$ cat config.mk
export PLATFORM = sky130hd
export DESIGN_NAME = event_uart
export DESIGN_NICKNAME = d
export VERILOG_FILES = /design/src/rtl/event_uart_pkg.sv /design/src/rtl/event_uart_ctrl.sv /design/src/rtl/event_uart_dp.sv /design/src/rtl/event_uart.sv
export SDC_FILE = /design/constraint.sdc
export NUM_CORES = 1
export LEC_CHECK = 0
export CAP_MARGIN = 20
export CORE_MARGIN = 2
export CORE_UTILIZATION = 47
export CTS_CLUSTER_SIZE = 28
export DETAILED_ROUTE_END_ITERATION = 16
export GPL_TIMING_DRIVEN = 0
export PLACE_DENSITY_LB_ADDON = 0.3
export SYNTH_ARGS = -nofsm -noshare
export SYNTH_HDL_FRONTEND = slang
export SYNTH_SLANG_ARGS = --single-unit
$ cat constraint.sdc
create_clock -name clk -period 4.47 [get_ports clk]
set_input_delay 1.1175 -clock clk [delete_from_list [all_inputs] [get_ports clk]]
set_output_delay 1.1175 -clock clk [all_outputs]
set_load 0.1 [all_outputs]
$ cat src/rtl/event_uart_pkg.sv
package event_uart_pkg;

  // word indices of the registers (byte offset / 4)
  localparam int REG_DATA = 0;
  localparam int REG_DIV  = 1;
  localparam int REG_STAT = 2;
  localparam int REG_CTRL = 3;
  localparam int REG_DBG  = 4;

  // status and control bit positions
  localparam int ST_THRE  = 0;
  localparam int ST_RXEVT = 1;
  localparam int ST_TXEVT = 2;
  localparam int CT_RXIEN = 0;
  localparam int CT_TXIEN = 1;

  // control -> datapath strobes
  typedef struct packed {
    logic       txLaunch;
    logic [7:0] txByte;
    logic       rxAccept;
  } ctrlStrobe_t;

  // datapath -> control strobes
  typedef struct packed {
    logic       txBusy;
    logic       txDone;
    logic       rxValid;
    logic [7:0] rxByte;
  } dpStrobe_t;

  typedef enum logic [2:0] {
    RX_IDLE,
    RX_START,
    RX_DATA,
    RX_STOP,
    RX_WAITHI
  } rxState_t;

endpackage

$ cat src/rtl/event_uart_ctrl.sv
module event_uart_ctrl
  import event_uart_pkg::*;
#(
  parameter int ADDR_W = 8,
  parameter int DIV_W  = 16
) (
  input  logic              clk,
  input  logic              rstN,
  input  logic [ADDR_W-1:0] busAddr,
  input  logic              busWr,
  input  logic [31:0]       busWrData,
  output logic [31:0]       busRdData,
  output logic              irq,
  output logic [DIV_W-1:0]  divisor,
  output ctrlStrobe_t       stbOut,
  input  dpStrobe_t         dpIn
);

  localparam int IDX_W = ADDR_W - 2;

  logic [IDX_W-1:0] wordIdx;
  logic [7:0]       rxData;
  logic [31:0]      divReg, ctrlReg, dbgReg;
  logic             rxEvt, txEvt;
  logic             statWr;

  assign wordIdx = busAddr[ADDR_W-1:2];
  assign statWr  = busWr && (wordIdx == IDX_W'(REG_STAT));

  always_ff @(posedge clk) begin
    if (!rstN) begin
      rxData  <= '0;
      divReg  <= '0;
      ctrlReg <= '0;
      dbgReg  <= '0;
      rxEvt   <= 1'b0;
      txEvt   <= 1'b0;
    end else begin
      if (busWr && wordIdx == IDX_W'(REG_DIV))  divReg  <= busWrData;
      if (busWr && wordIdx == IDX_W'(REG_CTRL)) ctrlReg <= busWrData;
      if (busWr && wordIdx == IDX_W'(REG_DBG))  dbgReg  <= busWrData;
      // a newly arriving event wins over a clear in the same cycle
      if (dpIn.rxValid) begin
        rxData <= dpIn.rxByte;
        rxEvt  <= 1'b1;
      end else if (statWr && busWrData[ST_RXEVT]) begin
        rxEvt <= 1'b0;
      end
      if (dpIn.txDone)                             txEvt <= 1'b1;
      else if (statWr && busWrData[ST_TXEVT])      txEvt <= 1'b0;
    end
  end

  always_comb begin
    busRdData = '0;
    case (wordIdx)
      IDX_W'(REG_DATA): busRdData = {24'b0, rxData};
      IDX_W'(REG_DIV):  busRdData = divReg;
      IDX_W'(REG_STAT): busRdData = {29'b0, txEvt, rxEvt, 1'b1};
      IDX_W'(REG_CTRL): busRdData = ctrlReg;
      IDX_W'(REG_DBG):  busRdData = dbgReg;
      default:          busRdData = '0;
    endcase
  end

  assign irq = (ctrlReg[CT_RXIEN] & rxEvt) | (ctrlReg[CT_TXIEN] & txEvt);
  assign divisor = divReg[DIV_W-1:0];

  assign stbOut.txLaunch = busWr && (wordIdx == IDX_W'(REG_DATA)) && !dpIn.txBusy;
  assign stbOut.txByte   = busWrData[7:0];
  assign stbOut.rxAccept = !rxEvt;

endmodule

$ cat src/rtl/event_uart_dp.sv
module event_uart_dp
  import event_uart_pkg::*;
#(
  parameter int DIV_W = 16
) (
  input  logic             clk,
  input  logic             rstN,
  input  logic [DIV_W-1:0] divisor,
  input  ctrlStrobe_t      stbIn,
  output dpStrobe_t        stbOut,
  output logic             txLine,
  input  logic             rxLine
);

  localparam int FRAME_BITS = 10;

  // ---------------- transmitter ----------------
  logic                  txBusy, txDone;
  logic [FRAME_BITS-1:0] txShift;
  logic [3:0]            txBit;
  logic [DIV_W-1:0]      txCnt;

  always_ff @(posedge clk) begin
    if (!rstN) begin
      txBusy  <= 1'b0;
      txDone  <= 1'b0;
      txShift <= '1;
      txBit   <= '0;
      txCnt   <= '0;
    end else begin
      txDone <= 1'b0;
      if (!txBusy) begin
        if (stbIn.txLaunch) begin
          txBusy  <= 1'b1;
          txShift <= {1'b1, stbIn.txByte, 1'b0};
          txBit   <= '0;
          txCnt   <= '0;
        end
      end else if (txCnt >= divisor) begin
        txCnt <= '0;
        if (txBit == 4'(FRAME_BITS - 1)) begin
          txBusy <= 1'b0;
          txDone <= 1'b1;
        end else begin
          txShift <= {1'b1, txShift[FRAME_BITS-1:1]};
          txBit   <= txBit + 4'd1;
        end
      end else begin
        txCnt <= txCnt + 1'b1;
      end
    end
  end

  assign txLine = txBusy ? txShift[0] : 1'b1;

  // ---------------- receiver ----------------
  logic             rxS1, rxS2;
  rxState_t         rxState;
  logic [DIV_W-1:0] rxCnt, halfBit;
  logic [2:0]       rxBit;
  logic [7:0]       rxShift;
  logic             rxValid;

  assign halfBit = divisor >> 1;

  always_ff @(posedge clk) begin
    if (!rstN) begin
      rxS1    <= 1'b1;
      rxS2    <= 1'b1;
      rxState <= RX_IDLE;
      rxCnt   <= '0;
      rxBit   <= '0;
      rxShift <= '0;
      rxValid <= 1'b0;
    end else begin
      rxS1    <= rxLine;
      rxS2    <= rxS1;
      rxValid <= 1'b0;
      case (rxState)
        RX_IDLE: if (!rxS2) begin
          rxState <= RX_START;
          rxCnt   <= '0;
        end
        RX_START: if (rxCnt >= halfBit) begin
          rxCnt   <= '0;
          rxBit   <= '0;
          rxState <= rxS2 ? RX_IDLE : RX_DATA;
        end else rxCnt <= rxCnt + 1'b1;
        RX_DATA: if (rxCnt >= divisor) begin
          rxCnt   <= '0;
          rxShift <= {rxS2, rxShift[7:1]};
          if (rxBit == 3'd7) rxState <= RX_STOP;
          else               rxBit   <= rxBit + 3'd1;
        end else rxCnt <= rxCnt + 1'b1;
        RX_STOP: if (rxCnt >= divisor) begin
          rxCnt <= '0;
          if (rxS2) begin
            rxState <= RX_IDLE;
            rxValid <= stbIn.rxAccept;
          end else begin
            rxState <= RX_WAITHI;
          end
        end else rxCnt <= rxCnt + 1'b1;
        RX_WAITHI: if (rxS2) rxState <= RX_IDLE;
        default: rxState <= RX_IDLE;
      endcase
    end
  end

  assign stbOut.txBusy  = txBusy;
  assign stbOut.txDone  = txDone;
  assign stbOut.rxValid = rxValid;
  assign stbOut.rxByte  = rxShift;

endmodule

$ cat src/rtl/event_uart.sv
module event_uart
  import event_uart_pkg::*;
#(
  parameter int ADDR_W = 8,
  parameter int DIV_W  = 16
) (
  input  logic              clk,
  input  logic              rstN,
  input  logic [ADDR_W-1:0] busAddr,
  input  logic              busWr,
  input  logic [31:0]       busWrData,
  output logic [31:0]       busRdData,
  output logic              irq,
  output logic              txLine,
  input  logic              rxLine
);

  ctrlStrobe_t      ctrlStb;
  dpStrobe_t        dpStb;
  logic [DIV_W-1:0] divisor;

  event_uart_ctrl #(.ADDR_W(ADDR_W), .DIV_W(DIV_W)) uCtrl (
    .clk(clk), .rstN(rstN), .busAddr(busAddr), .busWr(busWr),
    .busWrData(busWrData), .busRdData(busRdData), .irq(irq),
    .divisor(divisor), .stbOut(ctrlStb), .dpIn(dpStb)
  );

  event_uart_dp #(.DIV_W(DIV_W)) uDp (
    .clk(clk), .rstN(rstN), .divisor(divisor), .stbIn(ctrlStb),
    .stbOut(dpStb), .txLine(txLine), .rxLine(rxLine)
  );

endmodule

# After elaboration in Yosys (flattened, before gate mapping)
# Index checks and enable logic that the tools add are counted.
# word_totals
ff_bits	171
inputBits	44
out_inout_bits	34
# op_classes
addsub	4
n_lt_le_gt_ge	3
eq_ne	19
mux	39
n_bitwise	3
reduce_logical	25
# ops
operator	count
$pmux 32 s5	1
$mux 16	6
$pmux 16 s3	1
$mux 10	4
$add 16x1->16 const B	2
$ge 16x16->1	2
$mux 3	10
$ge 16x15->1	1
$mux 4	4
$pmux 3 s5	1
$eq 6x2->1 const B	2
$mux 1	10
$ne 2x1->1 const B	5
$logic_and 1x1->1	8
$ne 2x2->1 const B	4
$reduce_and 4->1	2
$reduce_bool 2->1	4
$eq 3x2->1 const B	2
$eq 3x3->1 const B	2
$eq 6x1->1 const B	1
$eq 6x3->1 const B	1
$logic_not 6->1	1
$pmux 3 s2	1
$reduce_and 3->1	2
other kinds (13)	16

# Depth between registers and ports, before layout
# depth
depth_word	5
mapped_depth	11
depth_no_buf	9

# Hierarchy
# From an unflattened synthesis, not the netlist that was laid out.
# hier_totals
cells_unflattened	1063
area_unflattened_um2	9404.0
# by_module_without_submodules
module	instances	cells_per_inst	area_each_um2	seq_area_each_um2
event_uart_ctrl	1	554	5139.9	2122.0
event_uart_dp	1	509	4264.1	1281.2

# Worst setup path after synthesis
# No wires, ideal clock.
# synth_path
path_kind	in2out
start	input busAddr[7]
end	output busRdData[1]
t_arrival_ns	2.858
path_slack_ns	0.495
cell_stages	4
path_cell_list	or4_4 -> nor3b_1 -> a222oi_1 -> nand2_1
# synth_between
elab_chain_len	2
elab_cells_between_ends	6
classes_between	4 x eq/ne; 1 x mux; 1 x reduce/logical
# synth_rtl
element	line	source
start: declaration	event_uart.sv:9	input logic [ADDR_W-1:0] busAddr,
$eq 6x3->1, or another cell as far along	event_uart_ctrl.sv:56	case (wordIdx)
$pmux 32 s5 (*)	event_uart_ctrl.sv:56	
end: declaration	event_uart.sv:12	output logic [31:0] busRdData,
# Every way passes the cells marked *; elsewhere a longest branch is shown, timed or not.

# Worst setup path in the final report
# layout_path
start	input busAddr[2]
end	output busRdData[13]
# Same word-level chain as after synthesis.

==> impl_results.md <==
* Pre-CTS setup slack at -1060 ps
* Setup TNS at 0 ps
* Crit Path Class: in -> out
* Avg Cell Area, Syn at between 8 and 9 um^2
* Sw frac at ~24%
* Number of synthesized flops with an enable pin at 0
* CORE AREA at 17900 um^2
* Cell taking the most area after synthesis: dfxtp_1
* Number of global-route vias before repair at between 7000 and 8000
* WP data arrival at 3260 ps
* LEAKAGE at roughly 3.9 nW
* Worst slew pin tran at between 900 and 1000 ps
* CTS HTree Levels at 4
* Via density at between 5 and 6
* Syn_nets at roughly 1100
* Worst EP required at roughly 3400 ps
* CTS Hold Bufs at 0
* Seq/Total Area, Yosys at roughly 40%
* Layout area overhead at 18.4%
* Critical-path cell with the highest stage delay: clkdlybuf4s50_1
* Number of max-cap violations at 0
* Clock Tree Root: clkbuf_16
* Worst-path fanout max at 10
* Total power at 3.14 mW
* Layout cell share with drive strength beyond 1 at a little under a tenth
* IO Count at between 70 and 80
* CP endpoint kind: output pin
* CP cell instances: clkdlybuf4s50_1 -> nor2_1 -> nand2_1 -> nor4_4 -> buf_4 -> clkbuf_2 -> a222oi_1 -> inv_1 -> clkbuf_4
* Clk buf depth at 2
* Final clock skew at around 10 ps
* Post-Place Cells at 1334
* First-pass GRT wire length at around 36000 um
* Core Util, Final at between 50% and 60%
* Grt ovf at 0
* DRT Pass-1 Iters at 6
* N_diodes at 0
* Syn Inst Count at just over 1000
* Hold Path Class: reg -> reg
* Yosys reg bits at 170
* Detail Route Antenna Nets at 0
* Area contributors post-synth: dfxtp_1 (40%), nand2_1 (13%), a21boi_0 (8.6%)
* CTS tree: built
* Async SR Flop Fraction at 0%
* Finished Layout Cells at about 1400
* Synthesized area at ~8500 um^2
* F_max at approximately 230 MHz
* Final slew viol count at 0
* Normalized max-slew margin at between 30% and 40%
* Clock share of power at a little under half
* CP top delay family: buffers and inverters
* Starting Density at 47.7%
* DP HPWL at approximately 16000 um
* Starting DRC count in detailed routing at roughly 550
* Clock transition at path regs at 70 ps
* Post-synth top area share at 39.8%
* Insertion delay to the later sink of the worst-skew pair at between 400 and 500 ps
* Final min period at between 4000 and 5000 ps
* Gr usage total at about a quarter
* Placer Congestion at between 0.8 and 0.9
* Via count at 7640
* Post-route setup slack at 95.9 ps
* VDD IR max at roughly 260 uV
* Layout net count at 1222
* Outcome: finished, final reports clean
* Worst-case reg-to-reg path depth at 9
* Seq pwr share at between 40% and 50%
* PwrDens at just over 300 nW/um^2
* Top FF cell, synth: dfxtp_1
* Total wire length at between 20000 and 25000 um
* DRC viols at 0
* Hold Crit Depth at 1
* Largest net degree at the start of global routing at 18
* Bufs and invs on worst path at 5
* RSZ-0062 raised after global routing: false
* Comb pwr share at 4.7%
* WL/cell at around 16 um
* Net switching power figure at 0.760 mW
* Hold Vio Cnt, Final at 0
* Critical Path Stages at 9
* Clock sinks at 170
* # port buffers at 74
* Die H at ~140 um
* Synth cell types at slightly above 60
* Internal Power at about 2.4 mW
* Core Rows at 49
* Critical Path Max Stage Delay at roughly 600 ps
* Final worst path period share at 97.9%
* Chip Width at 139 um
* Initial antenna violation count at 0
* Die area at between 15000 and 20000 um^2
* CP startpoint kind: input port
* YS warnings at 0
* Cts bufs inserted at 17
* Finish-stage setup viols at 0
[cell usage after synthesis (2+ instances only)]
cell type,instances
and2_0,2
a21boi_1,2
and3_1,12
nand3_1,32
a2111oi_0,2
a22o_1,2
xor2_1,7
and2_1,4
ha_1,53
nand4_1,9
a21oi_1,26
or3_1,6
o211ai_2,7
a222oi_1,31
clkbuf_1,51
a21o_1,2
inv_1,47
or2_2,3
a31oi_1,4
dfxtp_1,170
a21boi_0,98
buf_6,3
buf_2,4
o311ai_0,9
nor3_1,9
nor2b_1,25
a22oi_1,5
nor3b_1,3
nand2_1,287
or4_1,3
nor2_1,17
o21ai_0,30
o21ai_1,4
o311ai_1,3
nand2b_1,8
nor4_1,2
mux2i_1,25
[sequential cells by signal, summed over array words and instances, names as in the netlist]
signal,flops
uDp.txBit,4
uDp.txBusy,1
uCtrl.rxData,8
uCtrl.rxEvt,1
uDp.rxValid,1
uDp.rxS1,1
uDp.rxCnt,16
uDp.rxShift,8
uDp.rxBit,3
uDp.txDone,1
uCtrl.txEvt,1
uDp.txCnt,16
uCtrl.divReg,32
uDp.txShift,9
uCtrl.dbgReg,32
uCtrl.ctrlReg,32
uDp.rxS2,1
uDp.rxState,3
[layout make-up]
| cell class | instances | area (um^2) |
|---|---|---|
| buffer | 58 | 256 |
| clock buffer | 18 | 429 |
| clock inverter | 14 | 149 |
| fill | 1688 | 7780 |
| inverter | 47 | 176 |
| multi-input combinational | 755 | 4740 |
| sequential | 170 | 3400 |
| tap | 229 | 287 |
| timing repair buffer | 76 | 678 |
[kinds of logic (layout without fill, tap and decap cells)]
group | after synthesis | count (layout) | share of synthesized area, %
AO/OA/AOI/OAI | 237 | 237 | 20.8
XOR/XNOR | 8 | 8 | 0.820
adder cells (fa/ha/maj) | 53 | 53 | 7.76
buffers and inverters | 106 | 213 | 4.98
flip-flops | 170 | 170 | 39.8
multiplexers | 25 | 25 | 2.93
AND/OR/NAND/NOR | 432 | 432 | 22.9
[power by group through the flow]
stage	Sequential (mW)	Combinational (mW)	Clock, mW
floorplan	1.56	0.0660	0
global placement	1.56	0.143	0
detailed placement	1.56	0.143	0
CTS	1.52	0.145	1.49
global route	1.52	0.158	1.55
finish	1.52	0.146	1.47
[through the flow]
step           cell area [um^2]  hold WS, ps
6_report                  10100          423
5_1_grt                   10100          424
4_1_cts                   10000          422
3_5_place_dp               9570          406
3_3_place_gp               9570          405
2_1_floorplan              8550          386
[routing by layer]
metal | track usage, % | vias up | share of wire (%)
li1 | - | 3803 | -
met1 | 30.5 | 3575 | 45
met2 | 38.0 | 214 | 47
met3 | 4.04 | 48 | 4.6
met4 | 10.3 | 0 | 3.3
met5 | 0 | - | 0
[final timing paths]
check                         endpoint  slack (ps)                           from
min                uDp.rxS2$_SDFF_PN1_         420            uDp.rxS1$_SDFF_PN1_
max                      busRdData[13]         100                     busAddr[2]
max reg2reg  uDp.rxCnt[8]$_SDFFE_PN0P_        1660  uCtrl.divReg[14]$_SDFFE_PN0P_
min reg2reg        uDp.rxS2$_SDFF_PN1_         420            uDp.rxS1$_SDFF_PN1_
[layout by cell type (no fill, tap or decap), types with 16 or more instances in the layout]
cell type,instances
a21boi_0,98
a21oi_1,26
a222oi_1,31
clkbuf_1,42
clkbuf_16,17
clkbuf_4,25
clkdlybuf4s50_1,41
dfxtp_1,170
ha_1,53
inv_1,47
mux2i_1,25
nand2_1,287
nand3_1,32
nor2_1,16
nor2b_1,25
o21ai_0,30
[timing repair]
action	in CTS	in global routing
setup buffers	0	2
hold endpoints to repair	0	0
resized for setup	179	29
endpoints found under the setup margin	32	30
pin swaps	0	2
gates cloned	0	0
(Power assumes the default switching activity.)
